### config.mk
export PLATFORM = sky130hd
export DESIGN_NAME = updn_cnt4
export DESIGN_NICKNAME = d
export VERILOG_FILES = /design/src/rtl/updn_pkg.sv /design/src/rtl/updn_sync.sv /design/src/rtl/updn_core.sv /design/src/rtl/updn_term.sv /design/src/rtl/updn_cnt4.sv
export SDC_FILE = /design/constraint.sdc
export NUM_CORES = 1
export LEC_CHECK = 0
export ABC_AREA = 1
export CORE_MARGIN = 2
export CORE_UTILIZATION = 52
export DETAILED_ROUTE_END_ITERATION = 6
export MAX_ROUTING_LAYER = met4
export PLACE_DENSITY = 0.85
export RECOVER_POWER = 25
export SYNTH_ARGS = -nofsm -noshare
export SYNTH_HDL_FRONTEND = slang
export SYNTH_SLANG_ARGS = --single-unit
### constraint.sdc
create_clock -name clk -period 2.54 [get_ports clk]
set_input_delay 0.254 -clock clk [delete_from_list [all_inputs] [get_ports clk]]
set_output_delay 0.254 -clock clk [all_outputs]
set_load 0.01 [all_outputs]
### src/rtl/updn_pkg.sv
package updn_pkg;
  typedef enum logic [2:0] {
    OP_HOLD,
    OP_INC,
    OP_DEC,
    OP_LOAD,
    OP_CLR
  } cnt_op_e;
endpackage

### src/rtl/updn_sync.sv
module updn_sync #(
  parameter int W = 8,
  parameter logic [W-1:0] RST_VAL = '0
) (
  input  logic         clk,
  input  logic         rst_n,
  input  logic [W-1:0] d_async,
  output logic [W-1:0] d_sync
);
  logic [W-1:0] meta_q;
  logic [W-1:0] meta_d, sync_d;

  always_comb begin
    meta_d = d_async;
    sync_d = meta_q;
  end

  always_ff @(posedge clk or negedge rst_n) begin
    if (!rst_n) begin
      meta_q <= RST_VAL;
      d_sync <= RST_VAL;
    end else begin
      meta_q <= meta_d;
      d_sync <= sync_d;
    end
  end
endmodule

### src/rtl/updn_core.sv
module updn_core
  import updn_pkg::*;
#(
  parameter int CW = 4
) (
  input  logic          clk,
  input  logic          rst_n,
  input  logic          up_s,
  input  logic          dn_s,
  input  logic          ld_s_n,
  input  logic          clr_s,
  input  logic [CW-1:0] din_s,
  output logic [CW-1:0] cnt
);
  localparam logic [CW-1:0] CNT_MAX = {CW{1'b1}};

  logic    up_q, dn_q;
  logic    up_rise, dn_rise;
  cnt_op_e op;
  logic [CW-1:0] cnt_d;
  logic    cnt_en;

  always_comb begin
    up_rise = up_s & ~up_q;
    dn_rise = dn_s & ~dn_q;
  end

  always_comb begin
    if (clr_s)                            op = OP_CLR;
    else if (!ld_s_n)                     op = OP_LOAD;
    else if (up_rise && dn_rise)          op = OP_HOLD;
    else if (up_rise && dn_s)             op = OP_INC;
    else if (dn_rise && up_s)             op = OP_DEC;
    else                                  op = OP_HOLD;
  end

  always_comb begin
    cnt_en = (op != OP_HOLD);
    unique case (op)
      OP_CLR:  cnt_d = '0;
      OP_LOAD: cnt_d = din_s;
      OP_INC:  cnt_d = cnt + 1'b1;
      OP_DEC:  cnt_d = cnt - 1'b1;
      default: cnt_d = cnt;
    endcase
  end

  // Edge history keeps tracking during clear and load
  always_ff @(posedge clk or negedge rst_n) begin
    if (!rst_n) begin
      up_q <= 1'b1;
      dn_q <= 1'b1;
    end else begin
      up_q <= up_s;
      dn_q <= dn_s;
    end
  end

  always_ff @(posedge clk or negedge rst_n) begin
    if (!rst_n)      cnt <= '0;
    else if (cnt_en) cnt <= cnt_d;
  end

  a_r1_up_step: assert property (@(posedge clk) disable iff (!rst_n)
    (!clr_s && ld_s_n && up_s && !up_q && dn_s && dn_q) |=> (cnt == $past(cnt) + 1'b1));

  a_r2_down_step: assert property (@(posedge clk) disable iff (!rst_n)
    (!clr_s && ld_s_n && dn_s && !dn_q && up_s && up_q) |=> (cnt == $past(cnt) - 1'b1));

  a_r5_clear_wins: assert property (@(posedge clk) disable iff (!rst_n)
    clr_s |=> (cnt == '0));

  a_r6_load_follow: assert property (@(posedge clk) disable iff (!rst_n)
    (!clr_s && !ld_s_n) |=> (cnt == $past(din_s)));

  a_r8_wrap_up: assert property (@(posedge clk) disable iff (!rst_n)
    (!clr_s && ld_s_n && cnt == CNT_MAX && up_s && !up_q && dn_q) |=> (cnt == '0));

  a_r9_both_hold: assert property (@(posedge clk) disable iff (!rst_n)
    (!clr_s && ld_s_n && up_s && !up_q && dn_s && !dn_q) |=> $stable(cnt));
endmodule

### src/rtl/updn_term.sv
module updn_term #(
  parameter int CW = 4
) (
  input  logic [CW-1:0] cnt,
  input  logic          up_s,
  input  logic          dn_s,
  output logic          tcu_n,
  output logic          tcd_n
);
  localparam logic [CW-1:0] CNT_MAX = {CW{1'b1}};

  logic at_top, at_bot;

  always_comb begin
    at_top = (cnt == CNT_MAX);
    at_bot = (cnt == '0);
    tcu_n  = ~(at_top & ~up_s);
    tcd_n  = ~(at_bot & ~dn_s);
  end

  always_comb begin
    a_r3_tcu_idle: assert (up_s ? tcu_n : 1'b1);
    a_r4_tcd_idle: assert (dn_s ? tcd_n : 1'b1);
  end
endmodule

### src/rtl/updn_cnt4.sv
module updn_cnt4 #(
  parameter int CW = 4
) (
  input  logic          clk,
  input  logic          rst_n,
  input  logic          up_stb,
  input  logic          dn_stb,
  input  logic          load_n,
  input  logic          clear,
  input  logic [CW-1:0] din,
  output logic [CW-1:0] count,
  output logic          tcu_n,
  output logic          tcd_n
);
  localparam int SW = CW + 4;
  localparam logic [SW-1:0] SYNC_RST = {1'b0, 1'b1, 1'b1, 1'b1, {CW{1'b0}}};

  logic [SW-1:0] raw_bus, sync_bus;
  logic          clr_s, ld_s_n, dn_s, up_s;
  logic [CW-1:0] din_s;

  always_comb raw_bus = {clear, load_n, dn_stb, up_stb, din};
  always_comb {clr_s, ld_s_n, dn_s, up_s, din_s} = sync_bus;

  updn_sync #(.W(SW), .RST_VAL(SYNC_RST)) u_sync (
    .clk     (clk),
    .rst_n   (rst_n),
    .d_async (raw_bus),
    .d_sync  (sync_bus)
  );

  updn_core #(.CW(CW)) u_core (
    .clk    (clk),
    .rst_n  (rst_n),
    .up_s   (up_s),
    .dn_s   (dn_s),
    .ld_s_n (ld_s_n),
    .clr_s  (clr_s),
    .din_s  (din_s),
    .cnt    (count)
  );

  updn_term #(.CW(CW)) u_term (
    .cnt   (count),
    .up_s  (up_s),
    .dn_s  (dn_s),
    .tcu_n (tcu_n),
    .tcd_n (tcd_n)
  );
endmodule

==> results of run 1 <==
[where the power goes]
part           internal, uW  total (uW)  switching, uW
clock                  61.0         152           90.9
combinational          56.5         112           55.2
sequential              381         402           20.9
[placed cells by master (no fill, tap or decap)]
| master | instances |
|---|---|
| nand2_1 | 15 |
| dfrtp_1 | 14 |
| nand3_1 | 10 |
| inv_1 | 8 |
| dlygate4sd3_1 | 8 |
| dfstp_2 | 8 |
| clkdlybuf4s50_1 | 7 |
| nand4_1 | 6 |
| nor2_1 | 3 |
| clkbuf_4 | 3 |
| ha_1 | 2 |
| nor2_2 | 1 |
| nand4_2 | 1 |
| nor3_1 | 1 |
| nand2_2 | 1 |
| xor2_1 | 1 |
| fa_1 | 1 |
| clkbuf_1 | 1 |
[per-layer routing]
layer	part of all wire	up-vias	GRT usage
li1	-	272	-
met3	0.045	2	0.0375
met4	0.0060	0	0.0788
met5	0	-	-
met1	0.37	280	0.190
met2	0.57	17	0.338
[final cells by class]
| type | count | area (um2) | area share |
|---|---|---|---|
| clock buffers | 4 | 26.3 | 0.0256 |
| inverters | 8 | 30.0 | 0.0293 |
| multi-input cells | 42 | 239 | 0.233 |
| flip-flops and latches | 22 | 561 | 0.546 |
| well taps | 16 | 20.0 | 0.0195 |
| repair buffers | 15 | 150 | 0.146 |
[stage by stage]
step	total power, uW	setup slack (ps)	cells
after floorplan	460	801	72
after detailed placement	525	588	103
final	666	565	107
after global routing	708	377	107
after CTS	676	568	107
after global placement	517	668	103
[worst paths after layout]
path                                             from                    endpoint  slack [ps]  cells after the start
setup reg to reg           u_sync.d_sync[5]$_DFF_PN1_   u_core.cnt[3]$_DFFE_PN0P_         560                     11
hold / removal             u_sync.meta_q[2]$_DFF_PN0_  u_sync.d_sync[2]$_DFF_PN0_         360                      0
min in group asynchronous                       rst_n  u_sync.meta_q[2]$_DFF_PN0_         450                      1
hold reg to reg            u_sync.meta_q[2]$_DFF_PN0_  u_sync.d_sync[2]$_DFF_PN0_         360                      0
setup / recovery           u_sync.d_sync[5]$_DFF_PN1_   u_core.cnt[3]$_DFFE_PN0P_         560                     11
max in group asynchronous                       rst_n   u_core.cnt[3]$_DFFE_PN0P_        1530                      1
[worst reg2reg max path, stage by stage (launching register included)]
cell and delay (ps):
dfstp_2 570, nand2_1 70, nor2_2 160, nand4_2 130, inv_1 150, ha_1 280
nand3_1 130, nand3_1 80, nand2_1 80, nand3_1 70, nand2_1 80, nand3_1 70
[state kept, by name, summed over array words and instances, names as in the netlist]
| name | cells |
|---|---|
| u_core.up_q | 1 |
| u_sync.meta_q | 8 |
| u_core.cnt | 4 |
| u_sync.d_sync | 8 |
| u_core.dn_q | 1 |
[logic make-up after synthesis]
group                      count (synthesis)  synth area share
and+or+nand+nor                           38             0.223
xor gates and xnor gates                   1            0.0106
adders and majority gates                  3            0.0543
DFF                                       22             0.676
buffers and inverters                      8            0.0362
==> results.json, run 1 <==
{
  "dieArea_mm2": 0.00193,
  "ys_seq_area_frac": 0.676,
  "cts_buffers": 3,
  "slew_headroom": 0.400,
  "crit_path_start_kind": "flop",
  "crit_chain": "nand2_1 -> nor2_2 -> nand4_2 -> inv_1 -> ha_1 -> nand3_1 -> nand3_1 -> nand2_1 -> nand3_1 -> nand2_1 -> nand3_1",
  "layout-drive-gt1-share": 0.154,
  "setup_viol": 0,
  "num_antenna_cells": 0,
  "synth_most_common_cell": "nand2_1",
  "synth_top_area_cell": "dfrtp_1",
  "path_buf_inv": 1,
  "cts_buffer_depth": 2,
  "wl_per_cell_um": 12.4,
  "grt_usage": 0.186,
  "hold_ws_ps": 362,
  "core-area_mm2": 0.00151,
  "utilization": 0.681,
  "end_kind": "flop",
  "drt_iter0_drc": 6,
  "htreeDepth": 1,
  "first_pass_iters": 4,
  "cp.arrival_ps": 2160,
  "clkTransAtPathRegs_ps": 110,
  "crit_path_max_incr_delay_ps": 570,
  "ant_nets": 0,
  "grt_antenna_before_repair": 0,
  "cpMaxStageDelayCell": "dfstp_2",
  "start_util": 0.551,
  "cts_root_buf": "clkbuf_4",
  "drc": 0,
  "place.gp.congestion": 0.828,
  "fmax_mhz": 506,
  "grt_max_degree": 23,
  "cp_common_cell": "nand3_1",
  "via_count": 571,
  "stdcell_area_mm2": 0.00103,
  "synth_warnings": 0,
  "synth_cell_types": 14,
  "critPathTopFamily": "simple AND/OR/NAND/NOR gates",
  "hold_viol": 0,
  "ys_seq_elements": 22,
  "syn_inst": 72,
  "io_buffers": 15,
  "placed_area_um2": 1000,
  "die_h_um": 43.9,
  "ir_drop_uv": 421,
  "pin_count": 16,
  "via_per_inst": 5.34,
  "cts.sinks": 22,
  "cts_tree": "done",
  "slew_viol_final": 0,
  "synth-main-ff-cell": "dfrtp_1",
  "path_class": "reg -> reg",
  "synth_edf_count": 0,
  "grt_pass1_wl_mm": 2.46,
  "insertion_delay_ps": 290,
  "rsz0062_at_grt": "false",
  "crit_fanout": 4,
  "avgSynthCellArea_um2": 11.5,
  "synth_nets": 85,
  "post_cts_buffers": 0,
  "cts_resized": 0,
  "gr-total-overflow": 0,
  "finalSetupTns_ps": 0,
  "num_rows": 14,
  "crit_required_ps": 2720,
  "skew_ps": 7.31,
  "area_delta_synth_final_pct": 23.7,
  "fin_nets": 105,
  "fin_crit_sh": 0.778,
  "grt_pass1_vias": 604,
  "n_fill_cell": 120,
  "synth_area_leaders": "dfrtp_1 42%, dfstp_2 25%, nand2_1 6.8%",
  "status": "finished, final reports clean",
  "powerDensity_mw_per_mm2": 649,
  "cap_violations": 0,
  "syn_area_um2": 830,
  "hp-class": "reg -> reg",
  "ys_async_sr_fraction": 1.00,
  "die_w_um": 43.9,
  "finalCriticalPeriod_ps": 1980,
  "netlist.area_leader.share": 0.422,
  "p_leak_uw": 0.000489,
  "finalWirelength_mm": 1.33,
  "ctsHoldBuffers": 0,
  "synth_commonest_cells": "15 x nand2_1, 14 x dfrtp_1, 10 x nand3_1",
  "worst_pin_slew_ps": 897,
  "dpl.hpwl_mm": 1.08
}
Power figures use the tool's default switching activity.
==> inputs of run 2 (changes only) <==
--- a/config.mk
+++ b/config.mk
@@ -7,10 +7,10 @@
 export LEC_CHECK = 0
 export ABC_AREA = 1
 export CORE_MARGIN = 2
-export CORE_UTILIZATION = 52
+export CORE_UTILIZATION = 44
 export DETAILED_ROUTE_END_ITERATION = 6
 export MAX_ROUTING_LAYER = met4
-export PLACE_DENSITY = 0.85
+export PLACE_DENSITY = 0.77
 export RECOVER_POWER = 25
 export SYNTH_ARGS = -nofsm -noshare
 export SYNTH_HDL_FRONTEND = slang
==> constraint.sdc (replaced) <==
create_clock -name clk -period 1.6 [get_ports clk]
set_input_delay 0.16 -clock clk [delete_from_list [all_inputs] [get_ports clk]]
set_output_delay 0.16 -clock clk [all_outputs]
set_load 0.01 [all_outputs]
==> run 2 against run 1 <==
  * The run now ends with setup timing left
  * Power is 61% higher
  * Combinational power is 81% higher
  * Hold slack worse by 5.3 ps
  * Fmax is 17% higher
  * Critical path depth stayed put
  * Count of clock-buffer cells in the layout stayed put
  * Non-clock buffer count is 10 higher
  * First-iteration DRC count stayed put
==> results.json, run 2 (synthesized netlist as in run 1, its figures left out) <==
{
  "p_int_uw": 806,
  "htreeDepth": 1,
  "layout-drive-gt1-share": 0.327,
  "core-area_mm2": 0.00175,
  "grt_max_degree": 23,
  "finalWirelength_mm": 1.27,
  "fin_nets": 115,
  "cts_buffers": 3,
  "stdcell_area_mm2": 0.00116,
  "switching_share": 0.249,
  "power_switching_uw": 267,
  "worstHoldStart": "u_sync.meta_q[3]$_DFF_PN0_",
  "crit_required_ps": 1770,
  "final_common_cell": "dfrtp_1",
  "setup_viol": 3,
  "worst_slack_ps": -94.6,
  "seq_power_share": 0.597,
  "die_w_um": 47.4,
  "fin_crit_sh": 1.06,
  "fmax_mhz": 590,
  "combPwrFrac": 0.189,
  "num_rows": 15,
  "slew_viol_final": 0,
  "drc": 0,
  "largest_registers": "u_sync.d_sync (8), u_sync.meta_q (8), u_core.cnt (4)",
  "layout_common_cells": "13 x dfrtp_1, 12 x nand2_1, 9 x dlygate4sd3_1",
  "area_delta_synth_final_pct": 39.5,
  "ctsHoldBuffers": 0,
  "critPathLaunch": "u_sync.d_sync[5]$_DFF_PN1_",
  "insertion_delay_ps": 280,
  "place.gp.congestion": 0.886,
  "dieArea_mm2": 0.00225,
  "skew_ps": 4.05,
  "drt_iter0_drc": 6,
  "gr-total-overflow": 0,
  "rsz0062_at_grt": "true",
  "cp.arrival_ps": 1870,
  "hold_viol": 0,
  "via_count": 598,
  "grt_usage": 0.156,
  "clkTransAtPathRegs_ps": 100,
  "path_class": "reg -> reg",
  "cap_violations": 0,
  "status": "finished, violations left",
  "pwr-share-clk": 0.214,
  "hp-class": "reg -> reg",
  "ir_drop_uv": 715,
  "violations": "setup timing",
  "start_util": 0.475,
  "grt_pass1_vias": 596,
  "pin_count": 16,
  "cts_tree": "done",
  "rr_startpoint": "u_sync.d_sync[5]$_DFF_PN1_",
  "dpl.hpwl_um": 980,
  "utilization": 0.663,
  "crit_fanout": 3,
  "finalCriticalPeriod_ps": 1690,
  "p_leak_uw": 0.000530,
  "num_antenna_cells": 0,
  "grt_pass1_wl_mm": 2.37,
  "worst_pin_slew_ps": 1070,
  "grt_antenna_before_repair": 0,
  "ant_nets": 0,
  "finalSetupTns_ps": -186,
  "placed_area_mm2": 0.00108,
  "crit_path_start_kind": "flop",
  "end_kind": "flop",
  "cts_root_buf": "clkbuf_4",
  "powerDensity_mw_per_mm2": 927,
  "cts.sinks": 22,
  "slew_headroom": 0.287,
  "via_per_inst": 4.75,
  "die_h_um": 47.4,
  "io_buffers": 15,
  "wl_per_cell_um": 10.1,
  "first_pass_iters": 3,
  "cts_buffer_depth": 2
}
[run 2: cell count changes in the layout (fill, tap and decap cells not counted), sizes merged]
| cell | previous run | this run |
|---|---|---|
| dlygate4sd2 | 0 | 2 |
| dlygate4sd3 | 8 | 9 |
| buf | 0 | 9 |
| clkdlybuf4s50 | 7 | 4 |
| clkbuf | 4 | 5 |
[run 2: cell type report]
cell class	count	area [um2]
tap	25	31.3
multi-input combinational	42	283
inverter	8	32.5
timing repair buffer	25	223
fill	140	588
sequential	22	562
clock buffer	4	26.3
[run 2: what timing repair did]
item                       4_1_cts  5_1_grt
gates resized for setup          9        5
setup endpoints to repair        5        4
pin swaps                        4        0
buffers inserted                 1        1
[run 2: worst paths after layout]
kind | endpoint | slack (ps) | depth (start not counted)
worst min-delay path | u_sync.d_sync[3]$_DFF_PN0_ | 360 | 0
worst max-delay path | u_core.cnt[3]$_DFFE_PN0P_ | -90 | 11
max in group asynchronous | u_core.cnt[0]$_DFFE_PN0P_ | 320 | 2
worst min register to register | u_sync.d_sync[3]$_DFF_PN0_ | 360 | 0
worst max register to register | u_core.cnt[3]$_DFFE_PN0P_ | -90 | 11
min in group asynchronous | u_sync.meta_q[2]$_DFF_PN0_ | 570 | 2
[run 2: metal layers]
layer	up-vias	global-route usage	routed length [um]
met5	-	-	0
met4	0	0.0556	0
met3	0	0.0415	68
met2	18	0.251	672
met1	283	0.190	527
li1	297	-	-
[run 2: critical path: stages, from the launching register on]
cell and delay, ps:
dfstp_2 550, nand2_2 70, nor2_4 110, nand4_4 110, inv_4 90, ha_1 230
nand3_2 70, nand3_1 70, nand2_1 80, nand3_1 70, nand2_1 90, nand3_2 60
[run 2: power by group through the flow]
stage                     Combinational (uW)  Sequential, uW  Clock, uW
after global routing                     233             649        270
after CTS                                201             639        245
after detailed placement                 198             647          0
after floorplan                         81.6             651          0
after global placement                   194             645          0
final                                    203             640        229
[run 2: stage by stage]
step                      hold slack [ps]  setup slack [ps]  power [uW]  std cells
after floorplan                      -136              -102         732         72
after CTS                             196              -103        1080        125
after detailed placement              335              -161         846        120
final                                 357             -94.6        1070        126
after global routing                  368              -250        1150        126
after global placement                331              -118         839        120
